File: config.mk
export PLATFORM = sky130hd
export DESIGN_NAME = raster_streamer
export DESIGN_NICKNAME = d
export VERILOG_FILES = /design/src/rtl/raster_pkg.sv /design/src/rtl/raster_htimer.sv /design/src/rtl/raster_vtimer.sv /design/src/rtl/raster_rowseq.sv /design/src/rtl/raster_pixpipe.sv /design/src/rtl/raster_streamer.sv
export SDC_FILE = /design/constraint.sdc
export NUM_CORES = 1
export LEC_CHECK = 0
export BUFFER_PORTS_ARGS = -buffer_cell sky130_fd_sc_hd__buf_2
export CAP_MARGIN = 30
export CORE_MARGIN = 2
export CORE_UTILIZATION = 57
export DETAILED_ROUTE_END_ITERATION = 12
export GPL_TIMING_DRIVEN = 0
export PLACE_DENSITY_LB_ADDON = 0.1
export REMOVE_ABC_BUFFERS = 1
export SETUP_SLACK_MARGIN = 0.1
export SLEW_MARGIN = 20
export SYNTH_ARGS = -nofsm -noshare
export SYNTH_HDL_FRONTEND = slang
export SYNTH_SLANG_ARGS = --single-unit
File: constraint.sdc
create_clock -name clk -period 3.1 [get_ports clk]
set_clock_uncertainty 0.05 [all_clocks]
set_input_delay 0.775 -clock clk [delete_from_list [all_inputs] [get_ports clk]]
set_output_delay 0.775 -clock clk [all_outputs]
set_load 0.1 [all_outputs]
File: src/rtl/raster_pkg.sv
package raster_pkg;

  typedef enum logic [1:0] {
    LK_BLANK = 2'd0,
    LK_FETCH = 2'd1,
    LK_SHOW  = 2'd2,
    LK_DARK  = 2'd3
  } line_kind_t;

  // Classify a line against the picture window. Rows sit on even offsets
  // from win; the black line before each row fetches it.
  function automatic line_kind_t classify(input int line, input int win, input int rows);
    int rel;
    rel = line - win;
    if (rel == -1) return LK_FETCH;
    if (rel < 0 || rel >= 2 * rows) return LK_BLANK;
    if ((rel % 2) == 0) return LK_SHOW;
    if (rel < 2 * rows - 1) return LK_FETCH;
    return LK_DARK;
  endfunction

endpackage

File: src/rtl/raster_htimer.sv
module raster_htimer #(
  parameter int LINE_CLKS  = 2384,
  parameter int HSYNC_CLKS = 286,
  localparam int HW = $clog2(LINE_CLKS)
) (
  input  logic          clk,
  input  logic          rst_n,
  output logic [HW-1:0] h_pos,
  output logic          line_wrap,
  output logic          line_first,
  output logic          hsync_n
);

  logic [HW-1:0] h_q;

  always_ff @(posedge clk or negedge rst_n) begin
    if (!rst_n)         h_q <= HW'(LINE_CLKS - 1);
    else if (line_wrap) h_q <= '0;
    else                h_q <= h_q + 1'b1;
  end

  assign h_pos      = h_q;
  assign line_wrap  = (h_q == HW'(LINE_CLKS - 1));
  assign line_first = (h_q == '0);
  assign hsync_n    = (h_q >= HW'(HSYNC_CLKS));


  sync_at_start_chk: assert property (@(posedge clk) disable iff (!rst_n)
    line_first |-> !hsync_n);

  line_len_chk: assert property (@(posedge clk) disable iff (!rst_n)
    line_wrap |=> line_first);

endmodule

File: src/rtl/raster_vtimer.sv
module raster_vtimer #(
  parameter int V_ACTIVE = 480,
  parameter int V_FP     = 10,
  parameter int V_SYNC   = 2,
  parameter int V_BP     = 33,
  localparam int V_TOTAL = V_ACTIVE + V_FP + V_SYNC + V_BP,
  localparam int VW      = $clog2(V_TOTAL)
) (
  input  logic          clk,
  input  logic          rst_n,
  input  logic          line_wrap,
  output logic [VW-1:0] v_pos,
  output logic [VW-1:0] v_next,
  output logic          vsync_n,
  output logic          vblank
);

  localparam int SYNC_FIRST = V_ACTIVE + V_FP;
  localparam int SYNC_END   = SYNC_FIRST + V_SYNC;

  logic [VW-1:0] v_q;

  always_comb begin
    v_next = v_q;
    if (line_wrap) begin
      if (v_q == VW'(V_TOTAL - 1)) v_next = '0;
      else                         v_next = v_q + 1'b1;
    end
  end

  always_ff @(posedge clk or negedge rst_n) begin
    if (!rst_n) v_q <= VW'(V_TOTAL - 1);
    else        v_q <= v_next;
  end

  assign v_pos   = v_q;
  assign vsync_n = !((v_q >= VW'(SYNC_FIRST)) && (v_q < VW'(SYNC_END)));
  assign vblank  = (v_q >= VW'(V_ACTIVE));


  vsync_edge_chk: assert property (@(posedge clk) disable iff (!rst_n)
    $fell(vsync_n) |-> (v_q == VW'(SYNC_FIRST)));

  blank_edge_chk: assert property (@(posedge clk) disable iff (!rst_n)
    $rose(vblank) |-> (v_q == VW'(V_ACTIVE)));

endmodule

File: src/rtl/raster_rowseq.sv
module raster_rowseq
  import raster_pkg::*;
#(
  parameter int V_ACTIVE = 480,
  parameter int ROWS     = 192,
  parameter int VW       = 10,
  localparam int RW      = $clog2(ROWS),
  localparam int WIN     = (V_ACTIVE - 2 * ROWS) / 2
) (
  input  logic          clk,
  input  logic          rst_n,
  input  logic          line_wrap,
  input  logic          line_first,
  input  logic [VW-1:0] v_pos,
  input  logic [VW-1:0] v_next,
  input  logic          row_ack,
  output logic          row_req,
  output logic [RW-1:0] row_num,
  output logic          show_line
);

  line_kind_t kind_now, kind_next;
  logic       have_row_q;
  logic       show_q;

  assign kind_now  = classify(int'(v_pos), WIN, ROWS);
  assign kind_next = classify(int'(v_next), WIN, ROWS);

  always_ff @(posedge clk or negedge rst_n) begin
    if (!rst_n) begin
      have_row_q <= 1'b0;
      show_q     <= 1'b0;
    end else begin
      if (line_wrap && kind_next == LK_FETCH) have_row_q <= 1'b0;
      else if (row_ack)                       have_row_q <= 1'b1;
      if (line_wrap) show_q <= (kind_next == LK_SHOW) && (have_row_q || row_ack);
    end
  end

  assign row_req   = line_first && (kind_now == LK_FETCH);
  assign row_num   = row_req ? RW'((int'(v_pos) + 1 - WIN) / 2) : '0;
  assign show_line = show_q;


  req_pulse_chk: assert property (@(posedge clk) disable iff (!rst_n)
    row_req |=> !row_req);

  req_in_window_chk: assert property (@(posedge clk) disable iff (!rst_n)
    row_req |-> (v_pos < VW'(V_ACTIVE)));

  show_only_rows_chk: assert property (@(posedge clk) disable iff (!rst_n)
    show_line |-> (kind_now == LK_SHOW));

endmodule

File: src/rtl/raster_pixpipe.sv
module raster_pixpipe #(
  parameter int PIX_START = 486,
  parameter int PIX_DIV   = 7,
  parameter int COLS      = 256,
  parameter int HW        = 12,
  localparam int AW       = $clog2(COLS),
  localparam int LOADS    = COLS + 1,
  localparam int CW       = $clog2(LOADS + 1),
  localparam int DW       = $clog2(PIX_DIV + 1)
) (
  input  logic          clk,
  input  logic          rst_n,
  input  logic [HW-1:0] h_pos,
  input  logic          show_line,
  input  logic [7:0]    pix_data,
  output logic          pix_rd_en,
  output logic [AW-1:0] pix_addr,
  output logic [7:0]    rgb
);

  logic          run_q;
  logic [DW-1:0] div_q;
  logic [CW-1:0] cnt_q;
  logic          start, tick, black_slot;
  logic [CW-1:0] idx;
  logic          load_q, fill_q;
  logic [7:0]    rgb_q;

  assign start      = (h_pos == HW'(PIX_START));
  assign tick       = start || (run_q && div_q == DW'(PIX_DIV - 1));
  assign idx        = start ? '0 : cnt_q;
  assign black_slot = (idx == CW'(COLS));
  assign pix_rd_en  = tick && !black_slot && show_line;
  assign pix_addr   = idx[AW-1:0];

  always_ff @(posedge clk or negedge rst_n) begin
    if (!rst_n) begin
      run_q <= 1'b0;
      div_q <= '0;
      cnt_q <= '0;
    end else if (start) begin
      run_q <= 1'b1;
      div_q <= '0;
      cnt_q <= CW'(1);
    end else if (run_q) begin
      if (div_q == DW'(PIX_DIV - 1)) begin
        div_q <= '0;
        cnt_q <= cnt_q + 1'b1;
        if (cnt_q == CW'(LOADS - 1)) run_q <= 1'b0;
      end else begin
        div_q <= div_q + 1'b1;
      end
    end
  end

  always_ff @(posedge clk or negedge rst_n) begin
    if (!rst_n) begin
      load_q <= 1'b0;
      fill_q <= 1'b0;
      rgb_q  <= '0;
    end else begin
      load_q <= tick;
      fill_q <= pix_rd_en;
      if (load_q) rgb_q <= fill_q ? pix_data : 8'h00;
    end
  end

  assign rgb = rgb_q;


  rd_needs_show_chk: assert property (@(posedge clk) disable iff (!rst_n)
    pix_rd_en |-> show_line);

  stop_after_black_chk: assert property (@(posedge clk) disable iff (!rst_n)
    (tick && black_slot) |=> !run_q);

  addr_range_chk: assert property (@(posedge clk) disable iff (!rst_n)
    pix_rd_en |-> (idx < CW'(COLS)));

  generate
    if (PIX_DIV > 1) begin : g_spacing

      rd_spacing_chk: assert property (@(posedge clk) disable iff (!rst_n)
        pix_rd_en |=> !pix_rd_en);
    end
  endgenerate

endmodule

File: src/rtl/raster_streamer.sv
module raster_streamer #(
  parameter int LINE_CLKS  = 2384,
  parameter int HSYNC_CLKS = 286,
  parameter int PIX_START  = 486,
  parameter int PIX_DIV    = 7,
  parameter int SRC_COLS   = 256,
  parameter int SRC_ROWS   = 192,
  parameter int V_ACTIVE   = 480,
  parameter int V_FP       = 10,
  parameter int V_SYNC     = 2,
  parameter int V_BP       = 33,
  localparam int AW        = $clog2(SRC_COLS),
  localparam int RW        = $clog2(SRC_ROWS)
) (
  input  logic          clk,
  input  logic          rst_n,
  input  logic          row_ack,
  input  logic [7:0]    pix_data,
  output logic          hsync_n,
  output logic          vsync_n,
  output logic [7:0]    rgb,
  output logic          line_start,
  output logic          frame_start,
  output logic          vblank,
  output logic          row_req,
  output logic [RW-1:0] row_num,
  output logic          pix_rd_en,
  output logic [AW-1:0] pix_addr
);

  localparam int HW      = $clog2(LINE_CLKS);
  localparam int V_TOTAL = V_ACTIVE + V_FP + V_SYNC + V_BP;
  localparam int VW      = $clog2(V_TOTAL);

  logic [HW-1:0] h_pos;
  logic [VW-1:0] v_pos, v_next;
  logic          line_wrap, line_first, show_line;

  raster_htimer #(.LINE_CLKS(LINE_CLKS), .HSYNC_CLKS(HSYNC_CLKS)) u_h (
    .clk(clk), .rst_n(rst_n), .h_pos(h_pos), .line_wrap(line_wrap),
    .line_first(line_first), .hsync_n(hsync_n)
  );

  raster_vtimer #(.V_ACTIVE(V_ACTIVE), .V_FP(V_FP), .V_SYNC(V_SYNC), .V_BP(V_BP)) u_v (
    .clk(clk), .rst_n(rst_n), .line_wrap(line_wrap), .v_pos(v_pos),
    .v_next(v_next), .vsync_n(vsync_n), .vblank(vblank)
  );

  raster_rowseq #(.V_ACTIVE(V_ACTIVE), .ROWS(SRC_ROWS), .VW(VW)) u_rows (
    .clk(clk), .rst_n(rst_n), .line_wrap(line_wrap), .line_first(line_first),
    .v_pos(v_pos), .v_next(v_next), .row_ack(row_ack), .row_req(row_req),
    .row_num(row_num), .show_line(show_line)
  );

  raster_pixpipe #(.PIX_START(PIX_START), .PIX_DIV(PIX_DIV), .COLS(SRC_COLS), .HW(HW)) u_pix (
    .clk(clk), .rst_n(rst_n), .h_pos(h_pos), .show_line(show_line),
    .pix_data(pix_data), .pix_rd_en(pix_rd_en), .pix_addr(pix_addr), .rgb(rgb)
  );

  assign line_start  = line_first;
  assign frame_start = line_first && (v_pos == '0);


  frame_on_line_chk: assert property (@(posedge clk) disable iff (!rst_n)
    frame_start |-> (line_start && vsync_n));

endmodule

# Word level (Yosys, flattened, before mapping)

Cells that the tools add are included.

Equality and inequality tests: 11
Add/subtract/negate cells: 9
$lt $le $gt $ge: 10
Bitwise gates (word level): 3
Reduce and logical (&&, ||, !) cells: 22
Muxes and demuxes: 54

Operator list:

| cell                  | count |
|---|---|
| $eq 32x1->1 const B   | 2 |
| $ge 32x10->1 const B  | 2 |
| $logic_not 32->1      | 2 |
| $lt 32x1->1 const B   | 2 |
| $lt 32x10->1 const B  | 2 |
| $mux 9                | 4 |
| $mux 2                | 16 |
| $mux 1                | 26 |
| $sub 10x6->11 const B | 2 |
| $ge 10x9->1 const B   | 2 |
| $mux 10               | 2 |
| $eq 9x9->1 const B    | 2 |
| $mux 8                | 2 |
| $add 12x1->12 const B | 1 |
| $eq 12x12->1 const B  | 1 |
| $eq 12x9->1 const B   | 1 |
| $ge 12x9->1 const B   | 1 |
| $logic_not 12->1      | 1 |
| $mux 12               | 1 |
| $sub 11x6->12 const B | 1 |
| $add 10x1->11 const B | 1 |
| $add 10x1->10 const B | 1 |
| $eq 10x10->1 const B  | 1 |
| $logic_not 10->1      | 1 |
| 14 further kinds      | 32 |

Bits of input ports: 11
Flip-flop bits (word level): 47
Logic and storage cells: 119
Output and inout bits: 31

# Longest topological paths before layout

Gate-level depths: netlist of run 1.

Depth in word-level cells: 20
Mapped depth: 10
Depth with buffers taken out: 9

# Hierarchy

A second synthesis of run 1 with hierarchy kept.

Cell total of the unflattened synthesis: 367
Area, all modules: 3,255.6 um^2

By module, submodules not included:

| module          | seq. area each (um^2) | area an instance (um^2) | cells an instance | instances |
|---|---|---|---|---|
| raster_pixpipe  | 575.6                 | 1,162.4                 | 126               | 1 |
| raster_rowseq   | 50.0                  | 843.3                   | 117               | 1 |
| raster_htimer   | 309.0                 | 649.4                   | 65                | 1 |
| raster_vtimer   | 254.0                 | 574.3                   | 55                | 1 |
| raster_streamer | 0.0                   | 26.3                    | 4                 | 1 |

# Least setup slack after synthesis of run 1

No wires, ideal clock.

Kind: register -> output
Start point: reg u_h.h_q[10] (netlist: u_h.h_pos[10])
End point: out row_num[2]
Data arrival time: 3.052 ns
Data required time: 2.275 ns
Setup slack: -0.777 ns
Stages on the path, launching flop included: 7
Buffers on the path: 0
Cell sequence: dfrtp_1 or3_4 or2_2 nand3b_1 a211oi_2 o211ai_2 nor2_1

Cells in the longest elaborated chain, start to end: 3

Ends and longest elaborated chain:

| item                     | RTL line              | RTL |
|---|---|---|
| start: declaration       | raster_htimer.sv:14   | `logic [HW-1:0] h_q;` |
| start signal: assignment | raster_htimer.sv:17   | `if (!rst_n) h_q <= HW'(LINE_CLKS - 1);` |
| start signal: assignment | raster_htimer.sv:19   | `else h_q <= h_q + 1'b1;` |
| $logic_not 12->1         | raster_htimer.sv:24   | `assign line_first = (h_q == '0);` |
| $logic_and 1x1->1        | raster_rowseq.sv:40   | `assign row_req = line_first && (kind_now == LK_FETCH);` |
| $mux 8                   | raster_rowseq.sv:41   | `assign row_num = row_req ? RW'((int'(v_pos) + 1 - WIN) / 2) : '0;` |
| end: declaration         | raster_streamer.sv:26 | `output logic [RW-1:0] row_num,` |

Every way passes these cells.

# Worst setup path in the final report of run 1

Start point: reg u_h.h_q[9] (netlist: u_h.h_pos[9])
End point: out row_num[5]

Same word-level chain as after synthesis.

==> out/metrics.cfg, run 1 <==
[critical_path]
path_delay_family = simple AND/OR/NAND/NOR gates
crit_required_ns = 2.27
path_cells = or3_4 -> or2_4 -> nand3b_1 -> a211oi_4 -> o211ai_4 -> nor2_1 -> buf_6
crit_fanout = 6
slowest_stage = dfrtp_2
critical_path.max_stage_delay_ns = 0.43
start_kind = register
arrival_ns = 2.48
worst-setup-path-type = register to primary output
worstSetupEndpointType = primary output
critPathBufInv = 1

[synth]
syn_area_sq_um = 2875
avgSynthCellArea_sq_um = 8.957
yosys_warnings = 0
ys.flop_type = dfrtp_1
synth_most_common_cell = dfrtp_1
yosys.cell_types.count = 55
synth_top_area_share = 0.3220
synth-edff-count = 0
synthTopCellsByCount = dfrtp_1 (37), nor2_1 (31), nand2_1 (29)
syn_inst = 321
yosysSeqAreaShare = 0.4134
ys_ff_latch = 47
synth_top_area_cell = dfrtp_1
async_flop_share = 1.000
synth_area_leaders = dfrtp_1 (32%), dfstp_2 (9.1%), xor2_1 (4.9%), nor2_1 (4.0%), nand3_1 (4.0%)

[timing]
slew_viol_final = 0
whs_ns = 0.3469
relSlewSlack = 0.3916
min_period_ns = 3.308
hold_viol_final = 0
tightest_slew_ns = 0.9050
fin_crit_sh = 1.067
max_freq_mhz = 302.3
rsz0062_at_grt = yes
final-setup-viol-count = 9
setup_ws_ns = -0.2083

[global_route]
grt_pass1_wl_mm = 10.41
grt_pass1_vias = 2225
gr-total-overflow = 0
grt_usage = 0.2427
grt_max_degree = 29
antenna_found_initial = 0

[detailed_routing]
dr.pass1.iters = 4
ant_nets = 0
num_vias = 2429
wl_per_cell_um = 14.65
first_iter_violations = 206
drc_errors = 0
routed_wl_mm = 6.356
via_per_inst = 5.597

[floorplanning]
num_rows = 25
ioPinCount = 42
core_area_sq_um = 4786
die_h_um = 75.03
initial_utilization = 0.6008
die_w_um = 75.03
dieArea_sq_um = 5629

[hold_path]
min_path_type = primary input to async pin

[run]
drv_cap = 0

[layout]
diodes = 0
drive_gt1_frac = 0.3134
fin_nets = 386
n_fill_cell = 338
area_delta_synth_final_pct = 26.46

[clocking]
hold_buffers = 0
clk_pin_slew_worst_paths_ns = 0.10
cts_tree = yes
clk_latency_ns = 0.31
numCtsBuffers = 5
clock_sink_count = 47
clockBufferDepth = 2
cts_root_buffer = clkbuf_8
h-tree-depth = 2

[power]
total_power_w = 0.001021
ir_worst_vdd_mv = 0.2552
p_leak_nw = 1.670
power.density_nw_per_um2 = 280.7

[placement]
gp_congestion = 0.8908
place_ws_ns = -0.4624
io_buffer_count = 41
hpwl_mm = 4.104

[outcome]
run_status = finished with violations
violations = setup timing

-- final cells by class --
type                            instances  area [sq um]  area share
Sequential cell                        47          1199      0.3297
Timing Repair Buffer                   53         514.2      0.1414
Clock buffer                            5         68.82     0.01893
Inverter                               26         101.3     0.02787
Multi-Input combinational cell        233          1644      0.4522
Tap cell                               67         83.83     0.02306
Clock inverter                          3         25.02    0.006882
-- power by group --
| part | total [W] | internal (W) | switching [W] |
|---|---|---|---|
| Sequential | 0.000613 | 0.000613 | 0.0000000000000000000397 |
| Clock | 0.000387 | 0.000162 | 0.000226 |
| Combinational | 0.0000201 | 0.00000692 | 0.0000132 |
-- state kept, by name (all words and copies together) (netlist names) --
register and count:
u_h.h_pos 12, u_pix.cnt_q 9, u_pix.div_q 3, u_pix.fill_q 1, u_pix.load_q 1, u_pix.rgb 8
u_pix.run_q 1, u_rows.have_row_q 1, u_rows.show_line 1, u_v.v_pos 10
-- placed cells by master, fill, tap and decap left out, types with 9 or more instances in the layout --
cell	Yosys	final
nand4_1	11	11
nand3_1	23	21
inv_1	25	24
xnor2_1	13	12
buf_6	1	13
nor2_1	31	28
nand2_1	29	28
buf_4	1	9
nor3_1	12	9
dfrtp_1	37	29
dfstp_2	10	10
buf_12	0	9
xor2_1	16	16
buf_2	1	21
o21ai_0	16	16
-- final timing paths --
check	start	cells after the start	end	slack [ns]
max reg2reg	u_h.h_pos[1]	8	u_rows.have_row_q	0.45
min	rst_n	1	u_pix.cnt_q[5]	0.35
min reg2reg	u_pix.rgb[7]	2	u_pix.rgb[7]	0.47
min in group clk	u_pix.rgb[7]	2	u_pix.rgb[7]	0.47
max in group asynchronous	rst_n	2	u_h.h_pos[3]	2.08
max	u_h.h_pos[9]	7	row_num[5]	-0.21
-- kinds of logic (layout without fill, tap and decap cells) --
logic type | count (synthesis) | count (layout) | synth area share
AO/OA/AOI/OAI | 48 | 48 | 0.1149
XOR/XNOR | 29 | 29 | 0.08834
adder cells (fa/ha/maj) | 9 | 9 | 0.03917
buffers and inverters | 42 | 87 | 0.06788
flip-flops | 47 | 47 | 0.4134
multiplexers | 2 | 2 | 0.006963
AND/OR/NAND/NOR | 144 | 145 | 0.2694
-- per-stage QoR --
stage          cell area (sq um)  cells  utilization  setup TNS, ns
6_report                    3636    434       0.7597         -1.657
5_1_grt                     3636    434       0.7597         -2.397
4_1_cts                     3455    431       0.7218         -1.459
3_5_place_dp                3087    414       0.6450         -2.691
3_3_place_gp                3067    413       0.6408         -2.291
2_1_floorplan               2778    305            -         -6.529
-- repair_timing --
item,in CTS,in global routing
gates resized for setup,56,49
buffers inserted,8,3
setup endpoints to repair,20,22
gates cloned,1,0
pin swaps,8,2
-- routing by layer --
metal | wire length, um | up-vias | global-route usage
li1 | - | 1200 | -
met1 | 2847 | 1141 | 0.3468
met2 | 3052 | 82 | 0.3684
met3 | 375 | 6 | 0.05622
met4 | 81 | 0 | 0.07540
met5 | 0 | - | 0
(Power assumes the default switching activity.)
==> inputs of run 2 (changes only) <==
--- a/config.mk
+++ b/config.mk
@@ -8,13 +8,15 @@
 export BUFFER_PORTS_ARGS = -buffer_cell sky130_fd_sc_hd__buf_2
 export CAP_MARGIN = 30
 export CORE_MARGIN = 2
-export CORE_UTILIZATION = 57
+export CORE_UTILIZATION = 35
 export DETAILED_ROUTE_END_ITERATION = 12
 export GPL_TIMING_DRIVEN = 0
+export HOLD_SLACK_MARGIN = 0.15
 export PLACE_DENSITY_LB_ADDON = 0.1
 export REMOVE_ABC_BUFFERS = 1
 export SETUP_SLACK_MARGIN = 0.1
 export SLEW_MARGIN = 20
 export SYNTH_ARGS = -nofsm -noshare
 export SYNTH_HDL_FRONTEND = slang
+export SYNTH_HIERARCHICAL = 1
 export SYNTH_SLANG_ARGS = --single-unit
==> out/metrics.cfg, run 2 <==
[synth]
yosys.cell_types.count = 64
synth_top_area_cell = dfrtp_1
synth_area_leaders = dfrtp_1 (28%), dfstp_2 (8.1%), ha_1 (5.8%), nand3_1 (4.2%), xor2_1 (4.0%)
yosysSeqAreaShare = 0.3651
synth_top_area_share = 0.2844
synth_most_common_cell = dfrtp_1
synth-edff-count = 0
async_flop_share = 1.000
synthTopCellsByCount = dfrtp_1 (37), nand2_1 (28), nand3_1 (27)
ys.flop_type = dfrtp_1
ys_ff_latch = 47
yosys_warnings = 6
avgSynthCellArea_sq_um = 8.871
syn_inst = 367
syn_area_sq_um = 3256

[layout]
diodes = 0
multi_input_area_sq_um = 2231
fin_util = 0.4816
mostFrequentLayoutCells = buf_4 (32), buf_2 (29), dfrtp_1 (27)
fin_area_sq_um = 4408
n_fill_cell = 880
final_common_cell = buf_4
area_delta_synth_final_pct = 35.40
seq_area_sq_um = 1209
fin_nets = 465
largest_reg_flops = 12
drive_gt1_frac = 0.3705

[detailed_routing]
m1WireLength_mm = 4.120
ant_nets = 0
num_vias = 3110
routed_wl_mm = 8.905
drc_errors = 0
via_per_inst = 5.644
dr.pass1.iters = 5
wl_met2_mm = 4.360
wl_per_cell_um = 16.16
wl_met3_um = 392
first_iter_violations = 172
top_layer = met4

[power]
p_leak_nw = 1.829
sw_frac_of_total = 0.2217
power.net_switching_w = 0.0002216
p_int_w = 0.0007779
pwr-share-seq = 0.613
total_power_w = 0.0009995
ir_worst_vdd_mv = 0.1556
pwr-share-clk = 0.366
power.density_nw_per_um2 = 226.7
power_frac_comb = 0.021

[placement]
place_area_sq_um = 3533
gp_congestion = 0.7755
io_buffer_count = 41
hpwl_mm = 5.177

[timing]
max_freq_mhz = 298.8
final-setup-viol-count = 10
tightest_slew_ns = 0.7008
slew_viol_final = 0
whs_ns = 0.3455
rsz0062_at_grt = yes
hold_viol_final = 0
relSlewSlack = 0.5302
setup_ws_ns = -0.2473
tns_ns = -1.523
min_period_ns = 3.347
fin_crit_sh = 1.080

[critical_path]
r2r_end = u_rows/have_row_q
crit_required_ns = 2.27
cp-startpoint = u_v/v_pos[5]
start_kind = register
crit_path_end = row_num[6]
arrival_ns = 2.52
rr_startpoint = u_h/h_pos[7]
worst-setup-path-type = register to primary output
worstSetupEndpointType = primary output
r2r_slack_ns = -0.05
crit_fanout = 5
worst_r2r_path_depth = 9

[floorplanning]
ioPinCount = 42
initial_utilization = 0.3557
die_w_um = 100.4
num_rows = 35
core_area_sq_um = 9153
die_h_um = 100.4
dieArea_sq_um = 10090

[clocking]
clk_latency_ns = 0.30
cts_tree = yes
clockBufferDepth = 2
cts_root_buffer = clkbuf_8
numCtsBuffers = 5
clk_pin_slew_worst_paths_ns = 0.09
clock_sink_count = 47
h-tree-depth = 2
hold_buffers = 0

[outcome]
run_status = finished with violations
violations = setup timing

[global_route]
antenna_found_initial = 0
gr-total-overflow = 0
grt_max_degree = 32
grt_pass1_vias = 2824
grt_usage = 0.1749
grt_pass1_wl_mm = 14.34

[run]
drv_cap = 0

[hold_path]
min_path_type = primary input to async pin

## run 2: cell count changes in the layout (fill, tap and decap cells not counted), moves of 5 or more
cell     delta
buf_4      +23
a21oi_1    +14
nor2_1     -13
buf_2       +8
o31ai_1     +7
or4_1       +7
xnor2_1     -7
buf_6       -5
or3_1       +5
## run 2: through the flow
stage	worst slack (ns)	std cells
2_1_floorplan	-1.510	351
3_3_place_gp	-0.6229	503
3_5_place_dp	-0.6457	504
4_1_cts	-0.1566	538
5_1_grt	-0.3357	551
6_report	-0.2473	551
## run 2: cells by family after synthesis
kind of cell / Yosys count / share of synthesized area
simple gates: 156 / 0.2871
compound gates: 85 / 0.1726
flops: 47 / 0.3651
buf+inv: 41 / 0.05534
xor+xnor: 22 / 0.05919
fa+ha+maj: 15 / 0.05765
mux: 1 / 0.003075
## run 2: cell type report
| class | instances | area share |
|---|---|---|
| Clock buffer | 6 | 0.01646 |
| Clock inverter | 2 | 0.002838 |
| Inverter | 25 | 0.02129 |
| Multi-Input combinational cell | 282 | 0.5061 |
| Sequential cell | 47 | 0.2742 |
| Tap cell | 111 | 0.03151 |
| Timing Repair Buffer | 78 | 0.1476 |
## run 2: repair_timing
action                     in CTS  in global routing
setup buffers                  24                 12
setup endpoints to repair      24                 21
resized for setup              70                 46
pin swaps                       8                  7
cloned                          2                  1
## run 2: how the worst min path moves through the flow
stage,startpoint,endpoint,slack [ns],cells after the start
final,rst_n,u_pix/cnt_q[7],0.35,1
after CTS,rst_n,u_pix/cnt_q[7],0.36,1
after global routing,rst_n,u_h/h_pos[9],0.36,1
after floorplan,rst_n,u_h/h_pos[10],0.43,0
after global placement,u_h/h_pos[11],u_h/h_pos[11],0.45,2
after detailed placement,u_h/h_pos[11],u_h/h_pos[11],0.45,2
## run 2: power by group through the flow
| stage | combinational (W) | sequential [W] | clock (W) |
|---|---|---|---|
| after detailed placement | 0.0000222 | 0.000625 | 0 |
| after global placement | 0.0000192 | 0.000625 | 0 |
| after CTS | 0.0000224 | 0.000613 | 0.000384 |
| final | 0.0000209 | 0.000613 | 0.000366 |
| after global routing | 0.0000242 | 0.000613 | 0.000411 |
| after floorplan | 0.0000000601 | 0.000625 | 0 |
## run 2: critical path: stages (launching register included)
cell and delay (ns):
dfrtp_2 0.43, a211o_1 0.34, buf_4 0.15, buf_6 0.12, o32a_1 0.36, o31ai_4 0.10
nand4_4 0.22, a211oi_2 0.25, buf_6 0.25
## run 2: per-layer routing
metal  up-vias  GRT usage
met3         4    0.02298
li1       1501          -
met4         0    0.05690
met2        82     0.2860
met1      1523     0.2396
met5         -          0
